File: src/rtl/wbl2_pkg.sv
package wbl2_pkg;

    typedef enum logic [2:0] {
        LS_I  = 3'd0,
        LS_M  = 3'd1,
        LS_W  = 3'd2,
        LS_A  = 3'd3,
        LS_WI = 3'd4
    } line_state_e;

    typedef enum logic [1:0] {
        OP_READ       = 2'd0,
        OP_WRITE      = 2'd1,
        OP_WRITE_FULL = 2'd2,
        OP_ATOMIC     = 2'd3
    } req_op_e;

    typedef enum logic [1:0] {
        DN_READ      = 2'd0,
        DN_WRITEBACK = 2'd1,
        DN_ATOMIC    = 2'd2
    } dn_kind_e;

    function automatic logic is_busy(input line_state_e s);
        return (s == LS_A) || (s == LS_WI);
    endfunction

    function automatic logic is_dirty(input line_state_e s);
        return (s == LS_M) || (s == LS_W);
    endfunction

endpackage

File: src/rtl/wbl2_line_table.sv
module wbl2_line_table
    import wbl2_pkg::*;
#(
    parameter int LINE_W = 2,
    parameter int ID_W   = 4,
    localparam int LINES = 1 << LINE_W
) (
    input  logic              clk,
    input  logic              rst,
    input  logic              ack_valid,
    input  logic [LINE_W-1:0] ack_line,
    input  logic              drsp_valid,
    input  logic [LINE_W-1:0] drsp_line,
    input  logic              upd_valid,
    input  logic [LINE_W-1:0] upd_line,
    input  line_state_e       upd_state,
    input  logic              tbe_wr,
    input  logic [ID_W-1:0]   tbe_id,
    output line_state_e       st_q  [LINES],
    output logic [ID_W-1:0]   tbe_q [LINES]
);

    for (genvar g = 0; g < LINES; g++) begin : g_line
        always_ff @(posedge clk) begin
            if (rst) begin
                st_q[g]  <= LS_I;
                tbe_q[g] <= '0;
            end else begin
                if (ack_valid && ack_line == LINE_W'(g)) begin
                    st_q[g] <= LS_I;
                end
                if (drsp_valid && drsp_line == LINE_W'(g)) begin
                    st_q[g] <= LS_I;
                end
                if (upd_valid && upd_line == LINE_W'(g)) begin
                    st_q[g] <= upd_state;
                end
                if (tbe_wr && upd_line == LINE_W'(g)) begin
                    tbe_q[g] <= tbe_id;
                end
            end
        end
    end


    ack_in_flight_chk: assert property (@(posedge clk) disable iff (rst)
        ack_valid |-> st_q[ack_line] == LS_WI);


    rsp_pending_chk: assert property (@(posedge clk) disable iff (rst)
        drsp_valid |-> st_q[drsp_line] == LS_A);

endmodule

File: src/rtl/wbl2_stall_queue.sv
module wbl2_stall_queue #(
    parameter int DEPTH  = 4,
    parameter int LINE_W = 2,
    parameter int ID_W   = 4,
    localparam int IDX_W = (DEPTH > 1) ? $clog2(DEPTH) : 1,
    localparam int CNT_W = $clog2(DEPTH + 1)
) (
    input  logic              clk,
    input  logic              rst,
    input  logic              push_valid,
    input  logic [1:0]        push_op,
    input  logic [LINE_W-1:0] push_line,
    input  logic [ID_W-1:0]   push_id,
    input  logic              push_woken,
    input  logic              pop_valid,
    input  logic [IDX_W-1:0]  pop_idx,
    input  logic              sleep_valid,
    input  logic [LINE_W-1:0] sleep_line,
    input  logic              wake_a_valid,
    input  logic [LINE_W-1:0] wake_a_line,
    input  logic              wake_b_valid,
    input  logic [LINE_W-1:0] wake_b_line,
    input  logic [LINE_W-1:0] probe_line,
    output logic              probe_hit,
    output logic              sel_valid,
    output logic [IDX_W-1:0]  sel_idx,
    output logic [1:0]        sel_op,
    output logic [LINE_W-1:0] sel_line,
    output logic [ID_W-1:0]   sel_id,
    output logic [CNT_W-1:0]  count,
    output logic              full,
    output logic              any_woken
);

    typedef struct packed {
        logic              vld;
        logic              woken;
        logic [1:0]        op;
        logic [LINE_W-1:0] line;
        logic [ID_W-1:0]   id;
    } slot_t;

    slot_t            q     [DEPTH];
    slot_t            nq    [DEPTH];
    slot_t            up    [DEPTH];
    logic [CNT_W-1:0] cnt_q;
    logic [CNT_W-1:0] cnt_mid;

    for (genvar g = 0; g < DEPTH; g++) begin : g_up
        if (g < DEPTH - 1) begin : g_mid
            assign up[g] = q[g+1];
        end else begin : g_top
            assign up[g] = '0;
        end
    end

    assign cnt_mid = pop_valid ? cnt_q - CNT_W'(1) : cnt_q;

    always_comb begin
        for (int i = 0; i < DEPTH; i++) begin
            nq[i] = q[i];
            if (pop_valid && IDX_W'(i) >= pop_idx) begin
                nq[i] = up[i];
            end
            if (nq[i].vld && sleep_valid && nq[i].line == sleep_line) begin
                nq[i].woken = 1'b0;
            end
            if (nq[i].vld && ((wake_a_valid && nq[i].line == wake_a_line) ||
                              (wake_b_valid && nq[i].line == wake_b_line))) begin
                nq[i].woken = 1'b1;
            end
            if (push_valid && CNT_W'(i) == cnt_mid) begin
                nq[i] = '{vld: 1'b1, woken: push_woken, op: push_op,
                          line: push_line, id: push_id};
            end
        end
    end

    always_ff @(posedge clk) begin
        if (rst) begin
            cnt_q <= '0;
            for (int i = 0; i < DEPTH; i++) q[i] <= '0;
        end else begin
            cnt_q <= cnt_mid + (push_valid ? CNT_W'(1) : CNT_W'(0));
            for (int i = 0; i < DEPTH; i++) q[i] <= nq[i];
        end
    end

    always_comb begin
        sel_valid = 1'b0;
        sel_idx   = '0;
        probe_hit = 1'b0;
        for (int i = DEPTH - 1; i >= 0; i--) begin
            if (q[i].vld && q[i].woken) begin
                sel_valid = 1'b1;
                sel_idx   = IDX_W'(i);
            end
            if (q[i].vld && q[i].line == probe_line) probe_hit = 1'b1;
        end
    end

    assign sel_op    = q[sel_idx].op;
    assign sel_line  = q[sel_idx].line;
    assign sel_id    = q[sel_idx].id;
    assign count     = cnt_q;
    assign full      = (cnt_q == CNT_W'(DEPTH));
    assign any_woken = sel_valid;


    no_overflow_chk: assert property (@(posedge clk) disable iff (rst)
        !(push_valid && !pop_valid && cnt_q == CNT_W'(DEPTH)));


    pop_target_chk: assert property (@(posedge clk) disable iff (rst)
        pop_valid |-> (q[pop_idx].vld && q[pop_idx].woken));

endmodule

File: src/rtl/wbl2_atomic_orderer.sv
module wbl2_atomic_orderer
    import wbl2_pkg::*;
#(
    parameter int LINE_W   = 2,
    parameter int ID_W     = 4,
    parameter int SB_DEPTH = 4,
    localparam int LINES   = 1 << LINE_W,
    localparam int IDX_W   = (SB_DEPTH > 1) ? $clog2(SB_DEPTH) : 1,
    localparam int CNT_W   = $clog2(SB_DEPTH + 1)
) (
    input  logic              clk,
    input  logic              rst,
    input  logic              req_valid,
    output logic              req_ready,
    input  logic [1:0]        req_op,
    input  logic [LINE_W-1:0] req_line,
    input  logic [ID_W-1:0]   req_id,
    output logic              dn_valid,
    output logic [1:0]        dn_kind,
    output logic [LINE_W-1:0] dn_line,
    output logic [ID_W-1:0]   dn_id,
    input  logic              wback_ack_valid,
    input  logic [LINE_W-1:0] wback_ack_line,
    input  logic              dir_rsp_valid,
    input  logic [LINE_W-1:0] dir_rsp_line,
    output logic              rsp_valid,
    output logic [LINE_W-1:0] rsp_line,
    output logic [ID_W-1:0]   rsp_id
);

    line_state_e       line_st [LINES];
    logic [ID_W-1:0]   tbe     [LINES];

    logic              sq_probe_hit, sq_sel_valid, sq_full, sq_any_woken;
    logic [IDX_W-1:0]  sq_sel_idx;
    logic [1:0]        sq_sel_op;
    logic [LINE_W-1:0] sq_sel_line;
    logic [ID_W-1:0]   sq_sel_id;
    logic [CNT_W-1:0]  sq_count;

    logic              take;
    req_op_e           cur_op;
    logic [LINE_W-1:0] cur_line;
    logic [ID_W-1:0]   cur_id;
    line_state_e       cur_st;
    logic              wake_here;
    logic              push, push_wk, pop, sleep;
    logic              upd, tbe_wr, dn_go;
    line_state_e       upd_st;
    dn_kind_e          dn_k;

    logic              dn_valid_q, rsp_valid_q;
    dn_kind_e          dn_kind_q;
    logic [LINE_W-1:0] dn_line_q, rsp_line_q;
    logic [ID_W-1:0]   dn_id_q, rsp_id_q;

    assign req_ready = !sq_full && !sq_any_woken;
    assign take      = sq_sel_valid || (req_valid && req_ready);

    always_comb begin
        cur_op    = req_op_e'(req_op);
        cur_line  = req_line;
        cur_id    = req_id;
        if (sq_sel_valid) begin
            cur_op   = req_op_e'(sq_sel_op);
            cur_line = sq_sel_line;
            cur_id   = sq_sel_id;
        end
        cur_st    = line_st[cur_line];
        wake_here = (wback_ack_valid && wback_ack_line == cur_line) ||
                    (dir_rsp_valid && dir_rsp_line == cur_line);
        push   = 1'b0;
        push_wk = 1'b0;
        pop    = 1'b0;
        sleep  = 1'b0;
        upd    = 1'b0;
        upd_st = LS_I;
        tbe_wr = 1'b0;
        dn_go  = 1'b0;
        dn_k   = DN_READ;
        if (take) begin
            if (is_busy(cur_st) || (!sq_sel_valid && sq_probe_hit)) begin
                push    = !sq_sel_valid;
                push_wk = wake_here;
                sleep   = sq_sel_valid;
            end else begin
                unique case (cur_op)
                    OP_ATOMIC: begin
                        upd   = 1'b1;
                        dn_go = 1'b1;
                        sleep = sq_sel_valid;
                        if (cur_st == LS_I) begin
                            upd_st = LS_A;
                            tbe_wr = 1'b1;
                            dn_k   = DN_ATOMIC;
                            pop    = sq_sel_valid;
                        end else begin
                            upd_st = LS_WI;
                            dn_k   = DN_WRITEBACK;
                            push   = !sq_sel_valid;
                        end
                    end
                    OP_WRITE: begin
                        upd    = 1'b1;
                        upd_st = (cur_st == LS_M) ? LS_M : LS_W;
                        pop    = sq_sel_valid;
                    end
                    OP_WRITE_FULL: begin
                        upd    = 1'b1;
                        upd_st = LS_M;
                        pop    = sq_sel_valid;
                    end
                    default: begin
                        dn_go = (cur_st == LS_I);
                        dn_k  = DN_READ;
                        pop   = sq_sel_valid;
                    end
                endcase
            end
        end
    end

    wbl2_line_table #(.LINE_W(LINE_W), .ID_W(ID_W)) i_table (
        .clk        (clk),
        .rst        (rst),
        .ack_valid  (wback_ack_valid),
        .ack_line   (wback_ack_line),
        .drsp_valid (dir_rsp_valid),
        .drsp_line  (dir_rsp_line),
        .upd_valid  (upd),
        .upd_line   (cur_line),
        .upd_state  (upd_st),
        .tbe_wr     (tbe_wr),
        .tbe_id     (cur_id),
        .st_q       (line_st),
        .tbe_q      (tbe)
    );

    wbl2_stall_queue #(.DEPTH(SB_DEPTH), .LINE_W(LINE_W), .ID_W(ID_W)) i_queue (
        .clk          (clk),
        .rst          (rst),
        .push_valid   (push),
        .push_op      (cur_op),
        .push_line    (cur_line),
        .push_id      (cur_id),
        .push_woken   (push_wk),
        .pop_valid    (pop),
        .pop_idx      (sq_sel_idx),
        .sleep_valid  (sleep),
        .sleep_line   (cur_line),
        .wake_a_valid (wback_ack_valid),
        .wake_a_line  (wback_ack_line),
        .wake_b_valid (dir_rsp_valid),
        .wake_b_line  (dir_rsp_line),
        .probe_line   (req_line),
        .probe_hit    (sq_probe_hit),
        .sel_valid    (sq_sel_valid),
        .sel_idx      (sq_sel_idx),
        .sel_op       (sq_sel_op),
        .sel_line     (sq_sel_line),
        .sel_id       (sq_sel_id),
        .count        (sq_count),
        .full         (sq_full),
        .any_woken    (sq_any_woken)
    );

    always_ff @(posedge clk) begin
        if (rst) begin
            dn_valid_q  <= 1'b0;
            dn_kind_q   <= DN_READ;
            dn_line_q   <= '0;
            dn_id_q     <= '0;
            rsp_valid_q <= 1'b0;
            rsp_line_q  <= '0;
            rsp_id_q    <= '0;
        end else begin
            dn_valid_q  <= dn_go;
            dn_kind_q   <= dn_k;
            dn_line_q   <= cur_line;
            dn_id_q     <= cur_id;
            rsp_valid_q <= dir_rsp_valid;
            rsp_line_q  <= dir_rsp_line;
            rsp_id_q    <= tbe[dir_rsp_line];
        end
    end

    assign dn_valid  = dn_valid_q;
    assign dn_kind   = dn_kind_q;
    assign dn_line   = dn_line_q;
    assign dn_id     = dn_id_q;
    assign rsp_valid = rsp_valid_q;
    assign rsp_line  = rsp_line_q;
    assign rsp_id    = rsp_id_q;


    atomic_only_pending_chk: assert property (@(posedge clk) disable iff (rst)
        (dn_valid && dn_kind == DN_ATOMIC) |-> line_st[dn_line] == LS_A);


    writeback_in_flight_chk: assert property (@(posedge clk) disable iff (rst)
        (dn_valid && dn_kind == DN_WRITEBACK) |-> line_st[dn_line] == LS_WI);


    rsp_line_idle_chk: assert property (@(posedge clk) disable iff (rst)
        rsp_valid |-> line_st[rsp_line] == LS_I);


    full_backpressure_chk: assert property (@(posedge clk) disable iff (rst)
        (sq_count == CNT_W'(SB_DEPTH)) |-> !req_ready);


    replay_idle_line_chk: assert property (@(posedge clk) disable iff (rst)
        sq_sel_valid |-> !is_busy(line_st[sq_sel_line]));

endmodule

File: config.mk
export PLATFORM = sky130hd
export DESIGN_NAME = wbl2_atomic_orderer
export DESIGN_NICKNAME = d
export VERILOG_FILES = /design/src/rtl/wbl2_pkg.sv /design/src/rtl/wbl2_line_table.sv /design/src/rtl/wbl2_stall_queue.sv /design/src/rtl/wbl2_atomic_orderer.sv
export SDC_FILE = /design/constraint.sdc
export NUM_CORES = 1
export LEC_CHECK = 0
export BUFFER_PORTS_ARGS = -buffer_cell sky130_fd_sc_hd__buf_2
export CAP_MARGIN = 10
export CORE_AREA = 2 2 121 88
export DETAILED_ROUTE_END_ITERATION = 6
export DIE_AREA = 0 0 123 90
export PLACE_DENSITY = 0.75
export SLEW_MARGIN = 10
export SYNTH_ARGS = -nofsm -noshare
export SYNTH_HDL_FRONTEND = slang
export SYNTH_SLANG_ARGS = --single-unit
File: constraint.sdc
create_clock -name clk -period 3.2 [get_ports clk]
set_clock_uncertainty 0.15 [all_clocks]
set_input_delay 0.32 -clock clk [delete_from_list [all_inputs] [get_ports clk]]
set_output_delay 0.32 -clock clk [all_outputs]
set_load 0.05 [all_outputs]
==> results by group <==
Status
  • Outcome: complete, but fails checks
  • Violated checks: setup timing

Detailed routing
  • Routed len/inst: between 15 and 20 µm
  • Routed wl met3: between 1.5 and 2 mm
  • Via/cell ratio: 6.27
  • M1 WL: approximately 7.6 mm
  • DRC: 0
  • Drt first pass iters: 5
  • Final wirelength: ~18 mm
  • DR iter-0 viols: about 700
  • Max Used Layer: met4
  • Vias: ~5600
  • Metal2 WL: around 8.1 mm
  • Post-DRT Antenna Nets: 0

Clocking
  • Sink Count: between 80 and 90
  • Htree depth: 3
  • Total CTS buffers: 9
  • Worst-path clk slew: about 0.07 ns
  • Latest clock arrival within the worst-skew pair: 0.35 ns
  • CTS tree: yes
  • Clk Tree Root Cell: clkbuf_16
  • Longest Clk Path Bufs: 2

Layout
  • P&R area growth vs syn: 33.4%
  • Antenna Cells: 0
  • Final core utilization: 0.712
  • Post-route cell area: ~0.0071 mm²
  • Share of cells above drive strength 1: 0.364
  • Final Non-Filler Cells: roughly 900
  • # fillers: ~730
  • Nets: 778

STA
  • Fin. Hold Viols: 0
  • Setup-failing EPs final: between 60 and 70
  • RSZ-0062 raised after global routing: true
  • Final period utilization: 1.09
  • Least-Margin Pin Slew: 0.907 ns
  • Max_slew headroom: 0.395
  • Minimum clock period: around 3.5 ns
  • Max Slew Vio Count: 0
  • Max Fclk: 288 MHz
  • Worst hold slack: about 0.13 ns
  • Final worst slack: -0.273 ns
  • Post-route setup TNS: -6.35 ns

Min path
  • Worst hold path class: in -> reg
  • Hold Path Origin: dir_rsp_valid

Run
  • Max Cap Violations: 0

Pwr
  • VDD IR max: 0.235 mV
  • PD cells: 396 mW/mm²
  • Tot Pwr: approximately 2.8 mW
  • Lkg Pwr: between 2 and 3 nW

Logic synthesis
  • Syn nets: between 600 and 700
  • Cell Area, Synth: approximately 0.0053 mm²
  • Seq cells post-synth: between 80 and 90
  • Yosys cell types: 81
  • Yosys warning total: 0
  • Ys async rst share: 0
  • Syn_area_per_cell: 8.43 µm²
  • Post-Syn Instances: around 630
  • Post-synth EDFFs: 0
  • Sequential area share after synthesis: 0.326
  • Ys flop type: dfxtp_1

Floorplanning
  • Die Y: approximately 90 µm
  • Die Width: about 120 µm
  • Core Area: ~0.010 mm²
  • Initial core utilization: 0.534
  • Die area: 0.0111 mm²
  • Io pins: 34
  • Std cell rows: 31

Placed design
  • Port-buffer cells: 33
  • Setup WS pre-CTS: -0.353 ns
  • Cells after DPL: 865
  • Final GP Congestion: roughly 1
  • Hpwl dp: around 12 mm
  • Dpl cell area: roughly 0.0064 mm²

GRT
  • Pin count of the biggest net entering global routing: 84
  • Total track usage: 0.314
  • First-pass GRT wire length: approximately 27 mm
  • Antenna violations before repair: 0
  • Number of global-route vias before repair: between 5000 and 6000
  • Remaining global-route overflow: 0

Setup path
  • Critical path type: reg -> reg
  • CP arrival: about 3.6 ns
  • Critical Path RT: roughly 3.3 ns
  • Worst r2r src: i_queue.q[0][9]
  • CP startpoint kind: flip-flop
  • Crit Path Max Fanout: 9
  • Critical path origin: i_queue.q[0][9]
  • Endpoint class of the critical path: flip-flop
## path summary, 6_finish.rpt
| check | endpoint | slack (ns) | cells past startpoint |
|---|---|---|---|
| hold reg to reg | i_queue.q[0][7] | 0.32 | 2 |
| hold / removal | rsp_valid | 0.13 | 2 |
| setup / recovery | i_queue.q[0][8] | -0.27 | 12 |
| setup reg to reg | i_queue.q[0][8] | -0.27 | 12 |
## sequential cells by signal, summed over array words and instances (netlist names)
register	cells
dn_id	4
dn_kind	2
dn_line	2
dn_valid	1
i_queue.count	3
i_queue.q	40
i_table.st_q	12
i_table.tbe_q	16
rsp_id	4
rsp_line	2
rsp_valid	1
## repair_timing
item,CTS,global route
buffers inserted,11,3
endpoints found under the setup margin,71,70
hold buffers,0,0
resized for setup,28,30
pin swaps,12,4
## power breakdown
| part | internal, mW | switching (mW) | leakage, nW |
|---|---|---|---|
| sequential | 1.11 | 0.0250 | 0.707 |
| combinational | 0.231 | 0.332 | 2.13 |
| clock | 0.622 | 0.496 | 0.150 |
| total | 1.97 | 0.853 | 2.99 |
## critical path, cell delays in order, from the launching register on
cell	delay [ns]
dfxtp_2	0.37
buf_4	0.15
a22oi_2	0.18
buf_4	0.16
o211ai_1	0.08
o221a_2	0.16
o221ai_1	0.61
o21ai_2	0.18
or3_4	0.42
mux2_4	0.35
a2111oi_4	0.34
a31oi_1	0.10
a31oi_1	0.15
## routing by layer
layer | track usage | vias to the layer above
li1 | - | 2564
met5 | 0 | -
met4 | 0.0720 | 0
met2 | 0.508 | 287
met3 | 0.0780 | 71
met1 | 0.419 | 2680
## cells in the mapped netlist (15+ instances only)
cell type  number  area share
a211oi_1       19       0.027
a21oi_1        26       0.024
and2_1         15       0.018
clkbuf_1       24       0.017
dfxtp_1        87        0.33
mux2_2         17       0.036
mux2i_1        40       0.075
nand2_1        57       0.040
nand3_1        41       0.038
nor2_1         80       0.056
nor3_1         15       0.014
o21ai_0        15       0.014
xnor2_1        17       0.028
## cell usage in the layout (no fill, tap or decap), types with 8 or more instances in the layout
cell type	count
buf_6	8
nand3_1	33
mux2i_1	39
nand2b_1	10
buf_2	33
clkbuf_16	9
dfxtp_1	82
mux2_2	16
and2_1	15
buf_4	112
a21oi_1	22
xnor2_1	16
o21ai_0	14
a211oi_1	15
nand2_1	54
nor2_1	77
nor3_1	12
## area by class of cell
type	instances	area (µm²)	share of cell area
clock buffers	9	225	0.0316
clock inverters	7	88.8	0.0125
inverters	7	26.3	0.00369
multi-input cells	496	3710	0.521
flip-flops and latches	87	1750	0.245
well taps	132	165	0.0232
repair buffers	156	1160	0.162
## logic make-up after synthesis
| logic type | after synthesis | synth area share |
|---|---|---|
| simple gates | 267 | 0.244 |
| compound gates | 141 | 0.205 |
| flops | 87 | 0.326 |
| mux | 64 | 0.137 |
| buf+inv | 50 | 0.0457 |
| xor+xnor | 20 | 0.0328 |
| fa+ha+maj | 4 | 0.00937 |
Note: power is estimated with default switching activity, not from simulation.
